--- src/rtl/iqf_pkg.sv ---
package iqf_pkg;
  localparam int WORD_MAX = 38;
  localparam int RATE_W   = 13;
  localparam int BIDX_W   = $clog2(2 * (WORD_MAX + 2));

  typedef enum logic [1:0] {ST_IDLE, ST_PRE, ST_SEND} seq_st_t;

  // data bits per word for a length code
  function automatic logic [BIDX_W-1:0] word_bits(input logic [1:0] sel);
    case (sel)
      2'b00:   return BIDX_W'(16);
      2'b01:   return BIDX_W'(24);
      2'b10:   return BIDX_W'(32);
      default: return BIDX_W'(38);
    endcase
  endfunction

  // bits in a whole frame including framing zeros
  function automatic logic [BIDX_W-1:0] frame_bits(input logic [1:0] sel, input logic serial);
    logic [BIDX_W-1:0] slot;
    slot = word_bits(sel) + BIDX_W'(2);
    return serial ? (slot << 1) : slot;
  endfunction

  // raw (non-inverted) bit clock level for a phase within a period
  function automatic logic clk_level(input logic [RATE_W-1:0] ph,
                                     input logic [RATE_W-1:0] rate,
                                     input logic pulse);
    logic [RATE_W:0] period, half;
    period = {1'b0, rate} + 1'b1;
    half   = period >> 1;
    if (rate == '0) return 1'b0;
    if (pulse)      return ph == rate;
    return {1'b0, ph} >= (period - half);
  endfunction
endpackage

--- src/rtl/iqf_rate_gen.sv ---
module iqf_rate_gen #(
  parameter int RATE_W = iqf_pkg::RATE_W
) (
  input  logic              clk,
  input  logic              rst_n,
  input  logic [RATE_W-1:0] rate,
  input  logic              pulse,
  output logic              tick,
  output logic              raw_clk
);
  logic [RATE_W-1:0] ph;

  assign tick    = ph >= rate;
  assign raw_clk = iqf_pkg::clk_level(ph, rate, pulse);

  always_ff @(posedge clk or negedge rst_n) begin
    if (!rst_n)    ph <= '0;
    else if (tick) ph <= '0;
    else           ph <= ph + 1'b1;
  end
endmodule

--- src/rtl/iqf_frame_seq.sv ---
module iqf_frame_seq #(
  parameter int WMAX   = iqf_pkg::WORD_MAX,
  parameter int BIDX_W = iqf_pkg::BIDX_W
) (
  input  logic            clk,
  input  logic            rst_n,
  input  logic            tick,
  input  logic            load,
  input  logic [WMAX-1:0] i_word,
  input  logic [WMAX-1:0] q_word,
  input  logic [1:0]      len_sel,
  input  logic            serial_in,
  input  logic            prior_in,
  output logic            sending,
  output logic            pre,
  output logic            bit_i,
  output logic            bit_q,
  output logic            data_pos,
  output logic            lead_bit,
  output logic            act_serial,
  output logic            act_prior
);
  import iqf_pkg::*;

  seq_st_t           st;
  logic              pend;
  logic [WMAX-1:0]   hold_i, hold_q, act_i, act_q;
  logic [1:0]        act_len;
  logic [BIDX_W-1:0] bidx, slot_len, n_bits, p, last_idx;
  logic              second, start;
  logic [5:0]        widx;

  assign sending  = st == ST_SEND;
  assign pre      = st == ST_PRE;
  assign n_bits   = word_bits(act_len);
  assign slot_len = n_bits + BIDX_W'(2);
  assign last_idx = frame_bits(act_len, act_serial) - 1'b1;
  assign second   = act_serial && (bidx >= slot_len);
  assign p        = second ? bidx - slot_len : bidx;
  assign widx     = 6'(p - 1'b1);
  assign data_pos = sending && (p != '0) && (p <= n_bits);
  assign lead_bit = sending && (p == '0);
  assign bit_i    = data_pos && (second ? act_q[widx] : act_i[widx]);
  assign bit_q    = data_pos && !act_serial && act_q[widx];

  // start a frame on a boundary when idle or when the previous frame ends
  assign start = tick && pend &&
                 ((st == ST_IDLE) || (sending && (bidx == last_idx)));

  always_ff @(posedge clk or negedge rst_n) begin
    if (!rst_n) begin
      pend   <= 1'b0;
      hold_i <= '0;
      hold_q <= '0;
    end else begin
      pend <= load | (pend & ~start);
      if (load) begin
        hold_i <= i_word;
        hold_q <= q_word;
      end
    end
  end

  always_ff @(posedge clk or negedge rst_n) begin
    if (!rst_n) begin
      st         <= ST_IDLE;
      bidx       <= '0;
      act_i      <= '0;
      act_q      <= '0;
      act_len    <= 2'b00;
      act_serial <= 1'b0;
      act_prior  <= 1'b0;
    end else if (start) begin
      act_i      <= hold_i;
      act_q      <= hold_q;
      act_len    <= len_sel;
      act_serial <= serial_in;
      act_prior  <= prior_in;
      bidx       <= '0;
      st         <= prior_in ? ST_PRE : ST_SEND;
    end else if (tick) begin
      case (st)
        ST_PRE: begin
          st   <= ST_SEND;
          bidx <= '0;
        end
        ST_SEND: begin
          if (bidx == last_idx) st <= ST_IDLE;
          else                  bidx <= bidx + 1'b1;
        end
        default: st <= ST_IDLE;
      endcase
    end
  end
endmodule

--- src/rtl/iq_serial_framer.sv ---
module iq_serial_framer #(
  parameter int WMAX   = iqf_pkg::WORD_MAX,
  parameter int RATE_W = iqf_pkg::RATE_W
) (
  input  logic              clk,
  input  logic              rst_n,
  input  logic              load,
  input  logic [WMAX-1:0]   i_word,
  input  logic [WMAX-1:0]   q_word,
  input  logic [1:0]        len_sel,
  input  logic [RATE_W-1:0] cfg_rate,
  input  logic              cfg_iq_serial,
  input  logic              cfg_clk_gated,
  input  logic              cfg_clk_pulse,
  input  logic              cfg_clk_inv,
  input  logic              cfg_stb_prior,
  input  logic              cfg_stb_low,
  input  logic              cfg_en_i,
  input  logic              cfg_en_q,
  input  logic              cfg_en_clk,
  input  logic              cfg_en_stb,
  output logic              i_out,
  output logic              q_out,
  output logic              iqclk_out,
  output logic              iqstb_out,
  output logic              i_oe,
  output logic              q_oe,
  output logic              iqclk_oe,
  output logic              iqstb_oe
);
  logic tick, raw_clk, clk_active, strobe_act;
  logic seq_send, seq_pre, bit_i, bit_q, data_pos, lead_bit, act_serial, act_prior;

  iqf_rate_gen #(.RATE_W(RATE_W)) u_rate (
    .clk(clk), .rst_n(rst_n), .rate(cfg_rate), .pulse(cfg_clk_pulse),
    .tick(tick), .raw_clk(raw_clk)
  );

  iqf_frame_seq #(.WMAX(WMAX)) u_seq (
    .clk(clk), .rst_n(rst_n), .tick(tick), .load(load),
    .i_word(i_word), .q_word(q_word), .len_sel(len_sel),
    .serial_in(cfg_iq_serial), .prior_in(cfg_stb_prior),
    .sending(seq_send), .pre(seq_pre), .bit_i(bit_i), .bit_q(bit_q),
    .data_pos(data_pos), .lead_bit(lead_bit),
    .act_serial(act_serial), .act_prior(act_prior)
  );

  assign clk_active = cfg_clk_gated ? seq_send : (cfg_rate != '0);
  assign strobe_act = seq_pre || (data_pos && !act_prior);

  assign i_out     = bit_i;
  assign q_out     = bit_q;
  assign iqclk_out = (clk_active & raw_clk) ^ cfg_clk_inv;
  assign iqstb_out = strobe_act ^ cfg_stb_low;

  always_ff @(posedge clk or negedge rst_n) begin
    if (!rst_n) begin
      i_oe     <= 1'b0;
      q_oe     <= 1'b0;
      iqclk_oe <= 1'b0;
      iqstb_oe <= 1'b0;
    end else begin
      i_oe     <= cfg_en_i;
      q_oe     <= cfg_en_q;
      iqclk_oe <= cfg_en_clk;
      iqstb_oe <= cfg_en_stb;
    end
  end
endmodule

--- config.mk ---
export PLATFORM = sky130hd
export DESIGN_NAME = iq_serial_framer
export DESIGN_NICKNAME = d
export VERILOG_FILES = /design/src/rtl/iqf_pkg.sv /design/src/rtl/iqf_rate_gen.sv /design/src/rtl/iqf_frame_seq.sv /design/src/rtl/iq_serial_framer.sv
export SDC_FILE = /design/constraint.sdc
export NUM_CORES = 1
export LEC_CHECK = 0
export CORE_AREA = 2 2 223 159
export CTS_CLUSTER_SIZE = 16
export DETAILED_ROUTE_END_ITERATION = 12
export DIE_AREA = 0 0 225 161
export HOLD_SLACK_MARGIN = 0.06
export SLEW_MARGIN = 20
export SYNTH_ARGS = -nofsm -noshare
export SYNTH_HDL_FRONTEND = slang
export SYNTH_SLANG_ARGS = --single-unit
--- constraint.sdc ---
create_clock -name clk -period 5.45 [get_ports clk]
set_input_delay 1.09 -clock clk [delete_from_list [all_inputs] [get_ports clk]]
set_output_delay 1.09 -clock clk [all_outputs]
set_load 0.01 [all_outputs]
### Word-level counts from Yosys, hierarchy flattened

Cells that the tools add are included.

| storage, ports and cells | value |
|---|---|
| register bits | 183 |
| input port bits | 104 |
| output and inout port bits | 8 |
| word-level logic and storage cells | 91 |

| cells by class | value |
|---|---|
| add/sub/neg operators | 8 |
| order comparisons | 5 |
| equal/unequal tests | 8 |
| mux-type cells | 26 |
| bitwise gates (word level) | 6 |
| reduce and logical (&&, ||, !) cells | 23 |

Operators by type and width:

| cell | number |
|---|---|
| two-way mux 7 bit | 5 |
| one-hot mux 6 bit (3 select lines) | 1 |
| adder 13 x 1 -> 14 bit, second input constant | 1 |
| greater-or-equal comparator 13 x 14 -> 1 bit | 1 |
| one-hot mux 7 bit (2 select lines) | 1 |
| subtractor 14 x 13 -> 14 bit | 1 |
| adder 13 x 1 -> 13 bit, second input constant | 1 |
| equality test 13 bit | 1 |
| greater-or-equal comparator 13 bit | 1 |
| zero test 13 bit | 1 |
| two-way mux 13 bit | 1 |
| nonzero test 13 bit | 1 |
| binary-select mux 1 bit (select 6 bit) | 2 |
| two-way mux 1 bit | 11 |
| logical AND 1 bit | 10 |
| two-way mux 2 bit | 4 |
| adder 6 x 2 -> 7 bit, second input constant | 1 |
| adder 7 x 1 -> 7 bit, second input constant | 1 |
| equality test 7 bit | 1 |
| greater-or-equal comparator 7 bit | 1 |
| <= comparator 7 x 6 -> 1 bit | 1 |
| less-than comparator 6 x 7 -> 1 bit, second input constant | 1 |
| nonzero test 7 bit | 1 |
| subtractor 7 x 1 -> 7 bit, second input constant | 1 |
| 18 further kinds | 25 |

### Longest topological paths before layout

| depth | value |
|---|---|
| word-level depth | 12 |
| gate-level depth with buffers | 21 |
| gate-level depth less buffers | 20 |

### By module

From an unflattened synthesis, not the netlist that was laid out.

| second synthesis, totals | value |
|---|---|
| cell total of the unflattened synthesis | 947 |
| area total of the unflattened synthesis | 10443.8 µm² |

Modules (own cells, without submodules):

| module | times used | cells each | area each (µm²) | sequential area each (µm²) |
|---|---|---|---|---|
| iqf_frame_seq | 1 | 654 | 8060.2 | 4154.0 |
| iqf_rate_gen | 1 | 278 | 2205.9 | 325.3 |
| iq_serial_framer | 1 | 15 | 177.7 | 100.1 |

### Least setup slack after synthesis

Ideal clock, no wire load.

| timing path | value |
|---|---|
| path kind | input-to-output |
| from | in cfg_rate[1] |
| to | out iqclk_out |
| arrival time | 4703 ps |
| data required time | 4360 ps |
| setup slack | -343 ps |
| stages | 19 |
| buffers on the path | 0 |
| cells stage by stage | ha_1 > and4_2 > xnor2_1 > inv_1 > ha_1 > or2_2 > a21oi_1 > a21oi_1 > a311o_1 > or2_2 > a21oi_1 > o21bai_1 > a21oi_1 > xor2_1 > ha_1 > a21o_1 > a31oi_1 > nor4_1 > nand4b_1 |

| on the way | value |
|---|---|
| word-level cells in the longest chain between the ends | 7 |

RTL lines:

| item | RTL line | RTL |
|---|---|---|
| start: declaration | iq_serial_framer.sv:11 | `input logic [RATE_W-1:0] cfg_rate,` |
| adder 13 x 1 -> 14 bit | iqf_pkg.sv:30 | `period = {1'b0, rate} + 1'b1;` |
| subtractor 14 x 13 -> 14 bit | iqf_pkg.sv:34 | `return {1'b0, ph} >= (period - half);` |
| greater-or-equal comparator 13 x 14 -> 1 bit | iqf_pkg.sv:34 |  |
| two-way mux 1 bit | iqf_pkg.sv:34 |  |
| two-way mux 1 bit | iqf_pkg.sv:33 | `if (pulse) return ph == rate;` |
| bitwise AND 1 bit * | iq_serial_framer.sv:53 | `assign iqclk_out = (clk_active & raw_clk) ^ cfg_clk_inv;` |
| bitwise XOR 1 bit * | iq_serial_framer.sv:53 |  |
| end: declaration | iq_serial_framer.sv:24 | `output logic iqclk_out,` |

Every way passes the cells marked *; elsewhere a longest branch is shown, timed or not.

### Worst setup path after layout

Ends and elaborated chain as after synthesis.

==> run metrics <==
power per cell area=between 200 and 300 nW/um^2; status=finished with violations; Horiz. Die Dim=225 um; CTS tree=built; WP buf/inv=4; H-Tree Depth=4; DR iter-0 viols=462; First-pass DRT Iterations=7; cts hold-fix bufs=0; Mapped Area=between 10000 and 15000 um^2; RD Place Congestion=0.821; synthesis-stage register bit count=around 180; Fin. Hold Viols=0; ys async rst share=between 90% and 100%; total CTS buffers=17; maxcap violations=0; Synth area leaders=dfrtp_1 45%, mux2_2 18%, ha_1 7.0%; Primary FF master, synth=dfrtp_1; Clock Tree Buf Depth=2; met3 WL=707 um; first-pass GRT wire length=38.4 mm; clock network fraction of design power=32.7%; CTS Sinks=183; CP startpoint kind=input port; Synth Instances=858; Overall Global Routing Usage=a little over an eighth; vias per cell=approximately 4.8; dpl hpwl=16.8 mm; Yosys top cell by area=dfrtp_1; CP cell instances=buf_8 -> buf_6 -> ha_4 -> and4_4 -> xnor2_4 -> inv_2 -> ha_4 -> or2_4 -> a21oi_4 -> a21oi_4 -> a311o_1 -> or2_4 -> a21oi_4 -> o21bai_1 -> a21oi_1 -> xor2_1 -> ha_1 -> a21o_1 -> a31oi_4 -> nor4_1 -> nand4b_1 -> buf_2; P_sw=about 1.2 mW; library cells used by synthesis=74; Yosys top cell area share=45.1%; Detail Route Antenna Nets=0; Clock Latency Late Sink=0.45 ns; share of power burned in registers=39.4%; Avg Cell Area, Syn=roughly 12 um^2; Slew @ Worst Pin=approximately 1.1 ns; Met2 Wirelength=roughly 11 mm; Worst-path clk slew=0.07 ns; largest net degree at the start of global routing=around 110; wire length on met1=approximately 12 mm; DRC=0; Post-synth EDFFs=0; Pins Over Slew Limit=0; total grt overflow=0; I/O pin count=112; die area=36200 um^2; hold crit path type=reg2reg; failing checks=setup timing; fraction of layout cells with a size suffix above 1=a little under two fifths; Final Cycle Share=106%; CP required=roughly 4.4 ns; CP endpoint kind=output port; Placeable Area=34200 um^2; # nets final=1214; Max Freq=174 MHz; crit-path max FO=3; initial antenna violation count=0; clk root buf=clkbuf_16; crit-path max cell delay=approximately 0.30 ns; placed cell count=1459; highest routed layer=met4; area grow syn2layout=32.6%; register area share after synthesis=45.1%; post-route insts no fill=~1.5k; row cnt=57; VDD IR max=~0.2 mV; final wirelength=approximately 24 mm; Slew HR=28.6%; critical path arrival=4.66 ns; Final Setup Violations=1; Initial Utilization=29.7%; worst slack, placed=-1.35 ns; min cycle time layout=5.75 ns; number of global-route vias before repair=7325; setup ws final=-0.303 ns; Clock Skews=0.0198 ns; syn nets=1019; Sw Share=29.8%; # diodes=0; die height=161 um; RSZ-0062 raised after global routing=true; Static Leak=6.05 nW; slowest stage cell on the critical path=a311o_1; number of synthesis warnings=0; CP Class=in2out; via count=a little over 7k; cell family with most CP delay=compound AO/OA/AOI/OAI gates; CP most frequent cell=a21oi_4; Logic pwr share=between 20% and 30%; routed length per placed instance=15.8 um; Int Power=2.84 mW; PortBufs=111
[metal layers]
| metal | global-route usage [%] | vias to the layer above |
|---|---|---|
| li1 | - | 3496 |
| met1 | 19.6 | 3602 |
| met2 | 20.0 | 115 |
| met3 | 2.77 | 18 |
| met4 | 3.91 | 0 |
| met5 | 0 | - |
[sequential cells by signal, summed over array words and instances, names as in the netlist, 2 cells and up]
| register | flops |
|---|---|
| u_rate.ph | 13 |
| u_seq.bidx | 7 |
| u_seq.act_q | 38 |
| u_seq.hold_q | 38 |
| u_seq.hold_i | 38 |
| u_seq.act_len | 2 |
| u_seq.act_i | 38 |
| u_seq.st | 2 |
[metrics by stage]
stage	setup TNS [ns]	power [mW]	area [um^2]	hold slack [ns]	utilization, %
after floorplan	0	2.24	10200	0.450	-
after global placement	-1.29	2.62	12400	0.468	36.2
after detailed placement	-1.35	2.64	12400	0.489	36.2
after CTS	-0.342	4.02	13200	0.506	38.5
after global routing	-0.497	4.27	13500	0.515	39.4
final	-0.303	4.04	13500	0.503	39.4
[layout by cell type (no fill, tap or decap), types with 4 or more instances in the layout]
cell,count
dfrtp_1,180
mux2_2,161
clkdlybuf4s50_1,99
buf_4,93
ha_1,46
inv_1,45
nand2_1,43
nor2_1,34
xnor2_1,22
a21oi_1,20
nand3_1,18
mux4_2,18
clkbuf_16,17
o21ai_0,16
xor2_1,14
ha_4,11
buf_6,10
o21a_1,9
and3_1,9
nor3_1,9
mux2i_1,9
o211ai_1,8
a21o_1,8
or3_1,7
nor4_1,7
a21oi_4,6
o21ai_1,6
nand4_1,6
a211oi_1,5
buf_2,5
nand2b_1,4
or2_2,4
inv_6,4
[path summary, 6_finish.rpt]
check | endpoint | slack [ns] | start | cells after the start
worst max-delay path | iqclk_out | -0.30 | cfg_rate[1] | 22
min in group asynchronous | iqstb_oe$_DFF_PN0_ | 0.74 | rst_n | 1
max in group asynchronous | u_seq.hold_q[14]$_DFFE_PN0P_ | 3.64 | rst_n | 2
worst max register to register | u_seq.act_q[25]$_DFFE_PN0P_ | 2.22 | u_rate.ph[7]$_DFF_PN0_ | 7
worst min-delay path | u_seq.act_q[4]$_DFFE_PN0P_ | 0.50 | u_seq.act_q[4]$_DFFE_PN0P_ | 1
worst min register to register | u_seq.act_q[4]$_DFFE_PN0P_ | 0.50 | u_seq.act_q[4]$_DFFE_PN0P_ | 1
[cell type report]
cell class                      count  area (um^2)
Tap cell                          442          553
Clock buffer                       19          443
Sequential cell                   183         4580
Clock inverter                     13          189
Inverter                           48          180
Multi-Input combinational cell    589         5620
Fill cell                        3255        20700
Timing Repair Buffer              214         1910
[synth_stat cells, types with 8 or more instances]
cell,count
a21o_1,8
a21oi_1,26
and3_1,9
buf_2,12
clkbuf_1,12
dfrtp_1,183
ha_1,57
inv_1,48
mux2_2,163
mux2i_1,13
mux4_2,18
nand2_1,47
nand3_1,19
nor2_1,35
nor3_1,10
o211ai_1,8
o21a_1,9
o21ai_0,18
or3_1,9
xnor2_1,24
xor2_1,15
[repair_timing]
item                                    in CTS  in global routing
buffers inserted                             8                  8
gates cloned                                 0                  1
endpoints found under the setup margin       4                  4
gates resized for setup                     64                 49
pin swaps                                   18                 21
[power by group through the flow]
stage / sequential, mW / clock (mW) / combinational [mW]
detailed placement: 1.62 / 0 / 1.02
finish: 1.59 / 1.32 / 1.13
CTS: 1.59 / 1.36 / 1.07
global route: 1.61 / 1.42 / 1.23
floorplan: 1.58 / 0 / 0.656
global placement: 1.61 / 0 / 1.01
[logic make-up (layout without fill, tap and decap cells)]
family / count (synthesis) / count (layout) / share of synthesized area [%]
AND/OR/NAND/NOR: 178 / 178 / 9.03
multiplexers: 195 / 195 / 23.5
AO/OA/AOI/OAI: 119 / 119 / 8.14
adder cells (fa/ha/maj): 57 / 57 / 7.02
other: 1 / 1 / 0.0369
flip-flops: 183 / 183 / 45.1
XOR/XNOR: 39 / 39 / 3.36
buffers and inverters: 86 / 294 / 3.86
(Power assumes the default switching activity.)
